**config.mk**
```make
export PLATFORM = sky130hd
export DESIGN_NAME = gps_strobe_port
export DESIGN_NICKNAME = d
export VERILOG_FILES = /design/src/rtl/gps_pkg.sv /design/src/rtl/gps_bus_front.sv /design/src/rtl/gps_strobe_drv.sv /design/src/rtl/gps_socket.sv /design/src/rtl/gps_strobe_port.sv
export SDC_FILE = /design/constraint.sdc
export NUM_CORES = 1
export LEC_CHECK = 0
export BUFFER_PORTS_ARGS = -buffer_cell sky130_fd_sc_hd__buf_2
export CAP_MARGIN = 20
export CORE_UTILIZATION = 55
export DETAILED_ROUTE_END_ITERATION = 6
export GPL_TIMING_DRIVEN = 0
export PLACE_DENSITY = 0.84
export REMOVE_ABC_BUFFERS = 1
export SETUP_SLACK_MARGIN = 0.5
export SLEW_MARGIN = 20
export SYNTH_ARGS = -nofsm -noshare
export SYNTH_HDL_FRONTEND = slang
export SYNTH_SLANG_ARGS = --single-unit
```
**constraint.sdc**
```tcl
create_clock -name clk -period 4.15 [get_ports clk]
set_input_delay 0.83 -clock clk [delete_from_list [all_inputs] [get_ports clk]]
set_output_delay 0.83 -clock clk [all_outputs]
set_load 0.005 [all_outputs]
```
**src/rtl/gps_pkg.sv**
```systemverilog
package gps_pkg;
   localparam int BYTE_W = 8;
   localparam logic [BYTE_W-1:0] XIDX_PORT = 8'h0A;
   localparam logic [BYTE_W-1:0] XIDX_CTRL = 8'h0B;
   localparam logic [BYTE_W-1:0] CTRL_KEEP = 8'h3C;
   localparam int CB_POL   = 5;
   localparam int CB_ONWR  = 4;
   localparam int CB_ONRD  = 3;
   localparam int CB_TOTEM = 2;

   typedef struct packed {
      logic pol;
      logic on_wr;
      logic on_rd;
      logic totem;
   } stb_cfg_t;

   function automatic stb_cfg_t unpack_cfg(input logic [BYTE_W-1:0] r);
      stb_cfg_t c;
      c.pol   = r[CB_POL];
      c.on_wr = r[CB_ONWR];
      c.on_rd = r[CB_ONRD];
      c.totem = r[CB_TOTEM];
      return c;
   endfunction
endpackage

```
**src/rtl/gps_bus_front.sv**
```systemverilog
module gps_bus_front
   import gps_pkg::*;
(
   input  logic              clk,
   input  logic              rst_n,
   input  logic              bus_sel,
   input  logic              bus_ior_n,
   input  logic              bus_iow_n,
   input  logic [BYTE_W-1:0] bus_wdata,
   output logic [BYTE_W-1:0] idx_q,
   output logic              rd_act,
   output logic              wr_act,
   output logic              wr_first
);
   logic wr_seen_q;

   assign rd_act   = ~bus_ior_n;
   assign wr_act   = ~bus_iow_n;
   assign wr_first = wr_act & ~wr_seen_q;

   always_ff @(posedge clk or negedge rst_n) begin
      if (!rst_n) begin
         wr_seen_q <= 1'b0;
         idx_q     <= '0;
      end else begin
         wr_seen_q <= wr_act;
         if (wr_first && !bus_sel)
            idx_q <= bus_wdata;
      end
   end
endmodule

```
**src/rtl/gps_strobe_drv.sv**
```systemverilog
module gps_strobe_drv
   import gps_pkg::*;
(
   input  stb_cfg_t cfg,
   input  logic     active,
   output logic     pin_val,
   output logic     pin_oe
);
   always_comb begin
      if (cfg.totem) begin
         pin_oe  = 1'b1;
         pin_val = active ? cfg.pol : ~cfg.pol;
      end else begin
         pin_oe  = active;
         pin_val = cfg.pol;
      end
   end
endmodule

```
**src/rtl/gps_socket.sv**
```systemverilog
module gps_socket
   import gps_pkg::*;
#(
   parameter logic [7:0] XREG_IDX = 8'h2E
)(
   input  logic              clk,
   input  logic              rst_n,
   input  logic              bus_sel,
   input  logic [BYTE_W-1:0] idx_q,
   input  logic              rd_act,
   input  logic              wr_act,
   input  logic              wr_first,
   input  logic [BYTE_W-1:0] bus_wdata,
   input  logic [BYTE_W-1:0] ext_in,
   output logic [BYTE_W-1:0] rd_part,
   output logic [BYTE_W-1:0] ext_out,
   output logic [BYTE_W-1:0] ctrl_q,
   output logic              stb_act,
   output logic              pin_val,
   output logic              pin_oe
);
   localparam logic [7:0] WIN_IDX = XREG_IDX + 8'd1;

   logic [BYTE_W-1:0] xidx_q;
   logic [BYTE_W-1:0] ext_q;
   logic              hit_x, hit_w, hit_port, hit_ctrl;
   stb_cfg_t          cfg;

   assign hit_x    = bus_sel && (idx_q == XREG_IDX);
   assign hit_w    = bus_sel && (idx_q == WIN_IDX);
   assign hit_port = hit_w && (xidx_q == XIDX_PORT);
   assign hit_ctrl = hit_w && (xidx_q == XIDX_CTRL);
   assign cfg      = unpack_cfg(ctrl_q);

   always_ff @(posedge clk or negedge rst_n) begin
      if (!rst_n) begin
         xidx_q <= '0;
         ctrl_q <= '0;
         ext_q  <= '0;
      end else begin
         if (wr_first && hit_x)
            xidx_q <= bus_wdata;
         if (wr_first && hit_ctrl)
            ctrl_q <= bus_wdata & CTRL_KEEP;
         if (wr_act && hit_port)
            ext_q <= bus_wdata;
      end
   end

   assign ext_out = (wr_act && hit_port) ? bus_wdata : ext_q;
   assign stb_act = hit_port && ((wr_act && cfg.on_wr) || (rd_act && cfg.on_rd));

   always_comb begin
      rd_part = '0;
      if (hit_x)
         rd_part = xidx_q;
      else if (hit_ctrl)
         rd_part = ctrl_q;
      else if (hit_port)
         rd_part = ext_in;
   end

   gps_strobe_drv u_drv (
      .cfg     (cfg),
      .active  (stb_act),
      .pin_val (pin_val),
      .pin_oe  (pin_oe)
   );
endmodule

```
**src/rtl/gps_strobe_port.sv**
```systemverilog
module gps_strobe_port
   import gps_pkg::*;
#(
   parameter int NUM_SOCK   = 2,
   parameter int DATA_W     = 8,
   parameter int IDX_BASE   = 'h2E,
   parameter int IDX_STRIDE = 'h40
)(
   input  logic                       clk,
   input  logic                       rst_n,
   input  logic                       bus_sel,
   input  logic                       bus_ior_n,
   input  logic                       bus_iow_n,
   input  logic [DATA_W-1:0]          bus_wdata,
   output logic [DATA_W-1:0]          bus_rdata,
   input  logic [NUM_SOCK*DATA_W-1:0] ext_rd_data,
   output logic [NUM_SOCK*DATA_W-1:0] ext_wr_data,
   output logic [NUM_SOCK-1:0]        stb_val,
   output logic [NUM_SOCK-1:0]        stb_oe
);
   localparam int LAST_IDX = IDX_BASE + (NUM_SOCK - 1) * IDX_STRIDE + 1;

   initial begin
      assert (DATA_W == BYTE_W) else $error("DATA_W must be 8");
      assert (NUM_SOCK >= 1 && NUM_SOCK <= 4) else $error("NUM_SOCK out of range");
      assert (LAST_IDX <= 255) else $error("socket index range exceeds 8 bits");
      assert (IDX_STRIDE >= 2) else $error("sockets would overlap");
   end

   logic [DATA_W-1:0]          idx_q;
   logic                       rd_act, wr_act, wr_first;
   logic [DATA_W-1:0]          sock_rd [NUM_SOCK];
   logic [NUM_SOCK*DATA_W-1:0] ctrl_flat;
   logic [NUM_SOCK-1:0]        stb_act;

   gps_bus_front u_front (
      .clk       (clk),
      .rst_n     (rst_n),
      .bus_sel   (bus_sel),
      .bus_ior_n (bus_ior_n),
      .bus_iow_n (bus_iow_n),
      .bus_wdata (bus_wdata),
      .idx_q     (idx_q),
      .rd_act    (rd_act),
      .wr_act    (wr_act),
      .wr_first  (wr_first)
   );

   for (genvar s = 0; s < NUM_SOCK; s++) begin : g_sock
      localparam logic [7:0] SOCK_IDX = 8'(IDX_BASE + s * IDX_STRIDE);
      gps_socket #(.XREG_IDX(SOCK_IDX)) u_sock (
         .clk       (clk),
         .rst_n     (rst_n),
         .bus_sel   (bus_sel),
         .idx_q     (idx_q),
         .rd_act    (rd_act),
         .wr_act    (wr_act),
         .wr_first  (wr_first),
         .bus_wdata (bus_wdata),
         .ext_in    (ext_rd_data[s*DATA_W +: DATA_W]),
         .rd_part   (sock_rd[s]),
         .ext_out   (ext_wr_data[s*DATA_W +: DATA_W]),
         .ctrl_q    (ctrl_flat[s*DATA_W +: DATA_W]),
         .stb_act   (stb_act[s]),
         .pin_val   (stb_val[s]),
         .pin_oe    (stb_oe[s])
      );
   end

   always_comb begin
      logic [DATA_W-1:0] acc;
      acc = '0;
      for (int s = 0; s < NUM_SOCK; s++)
         acc = acc | sock_rd[s];
      bus_rdata = bus_sel ? acc : idx_q;
   end
endmodule

```
==> results.toml <==
[die]
die_w_um = 71
ioPinCount = 57
dieArea_um2 = 5040
start_util_pct = 58.5
std_cell_rows = 24
core-area_um2 = 4470
die_h_um = 71

[critical_path]
timing.rr.start = "u_front.idx_q[2]"
crit_start = "bus_sel"
cp_slowest_stage_delay_ns = 0.48
required_ns = 3.32
worstReg2RegEnd = "g_sock[1].u_sock.ctrl_q[2]"
startpoint_type = "primary input"
cp_common_cell = "buf_2"
reg2regPathDepth = 4
worstPathCellList = "buf_2, nand4bb_4, nand4b_1, or3_4, mux2_4, buf_2"
crit_type = "primary input to primary output"
reg2reg_setup_slack_ns = 1.77
crit_end = "ext_wr_data[7]"
crit_fanout = 18
crit_path_end_kind = "primary output"
crit_slowest_cell = "or3_4"
arrival_ns = 2.70

[flow_run]
maxCapViolCount = 0

[placed_design]
gp_congestion = 0.857
io_buffer_count = 56
hpwl_mm = 3.90

[synthesis]
synth_area_leader_cell = "dfrtp_1"
synth_edf_count = 0
synth_top_area_share_pct = 46.8
synthesis.area_um2 = 2620
synth_area_leaders = "dfrtp_1 (47%), mux2_2 (18%), mux2i_1 (4.6%)"
ys.warnings.count = 0
postSynthCellCount = 206
seq_area_frac_synth_pct = 46.8
yosys_most_used_dff = "dfrtp_1"
syn_avg_cell_area_um2 = 12.7
ys_ff_latch = 49
synthArstFlopShare_pct = 100
yosysUniqueCellTypes = 37

[pwr]
powerDensity_nw_per_um2 = 330
combPwrFrac_pct = 11.5
p_leak_nw = 1.50
ir_worst_vdd_mv = 0.293
seq_power_share_pct = 54.0
p_sw_share_pct = 25.6
switching_power_mw = 0.253
cell_internal_pwr_mw = 0.736
clkPwrFrac_pct = 34.5

[clock_tree]
cts-htree-levels = 2
cts_tree = "built"
clock_latency_ns = 0.31
cts_buffer_depth = 2
cts_buffers = 5
cts-root-buf = "clkbuf_8"
path_clk_slew_ns = 0.08
clock_sinks = 49

[sta]
setup-tns-final_ns = 0
fin_crit_sh_pct = 85.1
fmax_ghz = 0.283
hold_violations = 0
worst_pin_slew_ns = 0.765
fin_crit_ns = 3.53
clock_skew_ns = 0.0133
slew_violations = 0
slew_headroom_pct = 48.7
hold_ws_ns = 0.494
setup_viol = 0
rsz0062_at_grt = "false"

[drt]
drc = 6
routed_wl_mm = 5.70
post_drt_wl_per_cell_um = 18.7
num_vias = 1913
first_pass_iters = 7
ant_nets = 0
drtIter0Drc = 165
vias_per_cell = 6.27

[status]
violations = "design-rule violations"
status = "complete, but fails checks"

[layout]
fin_nets = 281
layout-drive-gt1-share_pct = 50.2
n_antenna_cell = 0
syn_to_final_growth_pct = 14.6

[global_routing]
grt_pass1_vias = 1875
grt_overflow_total = 0
grt_use_met3_pct = 4.70
grt_pass1_wl_mm = 9.26
antenna_found_initial = 0
top_usage_layer = "met2"
globalRouteMet2Util_pct = 38.5
grtUsageTotal_pct = 24.1
grt_util_met1_pct = 33.0
grt_max_degree = 50

[hold_path]
hold_class = "flip-flop to flip-flop"
holdPathStages = 1
## cell type report
class                      instances  area [um2]
sequential                        49        1230
clock buffer                       6        72.6
inverter                           6        22.5
timing repair buffer              57         290
multi-input combinational        133        1280
tap                               52        65.1
clock inverter                     2        38.8
fill                             354        1470
## power by group through the flow
stage	registers, mW	logic, mW	clock network [mW]
floorplan	0.532	0.0651	0
global placement	0.540	0.110	0
detailed placement	0.541	0.112	0
CTS	0.532	0.114	0.345
global route	0.538	0.123	0.364
finish	0.534	0.114	0.341
## placed cells by master, fill, tap and decap left out, types with 2 or more instances in the layout
cell / count
buf_2: 55
dfrtp_1: 48
mux2_2: 42
mux2i_1: 12
mux2_4: 8
o41ai_1: 8
inv_1: 6
and4_1: 6
nor2_1: 5
clkbuf_8: 5
nor3b_1: 4
o32a_1: 4
a31oi_1: 4
or2_2: 4
a21oi_1: 4
nand2_1: 3
nand4b_1: 2
nor3_1: 2
nand3_1: 2
nor3_2: 2
o31ai_1: 2
nor4_4: 2
buf_4: 2
## synth_stat cells, drive strengths merged (3+ instances only)
cell,count
mux2,51
or2,4
nor4,3
a31oi,4
a21oi,4
and4,7
nand2,3
buf,12
nor3,4
nor2,6
o41ai,8
dfrtp,49
inv,6
mux2i,12
nor3b,4
o32a,4
clkbuf,6
## logic make-up after synthesis
family,count (synthesis),share of synthesized area (%)
XOR/XNOR,2,0.669
flip-flops,49,46.8
AO/OA/AOI/OAI,27,8.03
multiplexers,63,27.7
buffers and inverters,24,4.68
AND/OR/NAND/NOR,41,12.1
## per-stage QoR
step	setup WS [ns]	std cells	util (%)	total power [mW]	area [um2]
after detailed placement	0.000541	296	64.0	0.653	2860
after global routing	0.560	305	67.1	1.03	3000
after floorplan	0.942	188	-	0.597	2520
after global placement	0.000481	296	64.0	0.649	2860
final	0.619	305	67.1	0.989	3000
after CTS	0.526	305	66.9	0.990	3000
## state kept, by name, summed over array words and instances (netlist names)
register              count
g_sock.u_sock.ext_q      16
u_front.wr_seen_q         1
g_sock.u_sock.xidx_q     16
u_front.idx_q             8
g_sock.u_sock.ctrl_q      8
## worst max-delay path: cells and delay by family
kind,cells,cell delay (ns)
and+or+nand+nor,3,1.09
buffers and inverters,2,0.44
muxes,1,0.34
## routing by layer
metal	share of wire, %	vias to the layer above
met5	0	-
li1	-	865
met1	46	963
met2	47	77
met3	6.4	8
met4	1.4	0
## worst min path at each step
stage | end | slack [ns] | startpoint
after detailed placement | g_sock[0].u_sock.ext_q[4] | 0.48 | g_sock[0].u_sock.ext_q[4]
after floorplan | g_sock[1].u_sock.ext_q[1] | 0.48 | g_sock[1].u_sock.ext_q[1]
final | g_sock[0].u_sock.ext_q[3] | 0.49 | g_sock[0].u_sock.ext_q[3]
after global routing | g_sock[0].u_sock.ext_q[3] | 0.50 | g_sock[0].u_sock.ext_q[3]
after global placement | g_sock[1].u_sock.ext_q[1] | 0.46 | g_sock[1].u_sock.ext_q[1]
after CTS | g_sock[0].u_sock.ext_q[3] | 0.50 | g_sock[0].u_sock.ext_q[3]
## what timing repair did
item,in CTS,in global routing
hold buffers,0,0
setup buffers,1,0
gates resized for setup,3,2
setup endpoints to repair,25,8
cloned,0,0
Power figures use the tool's default switching activity.
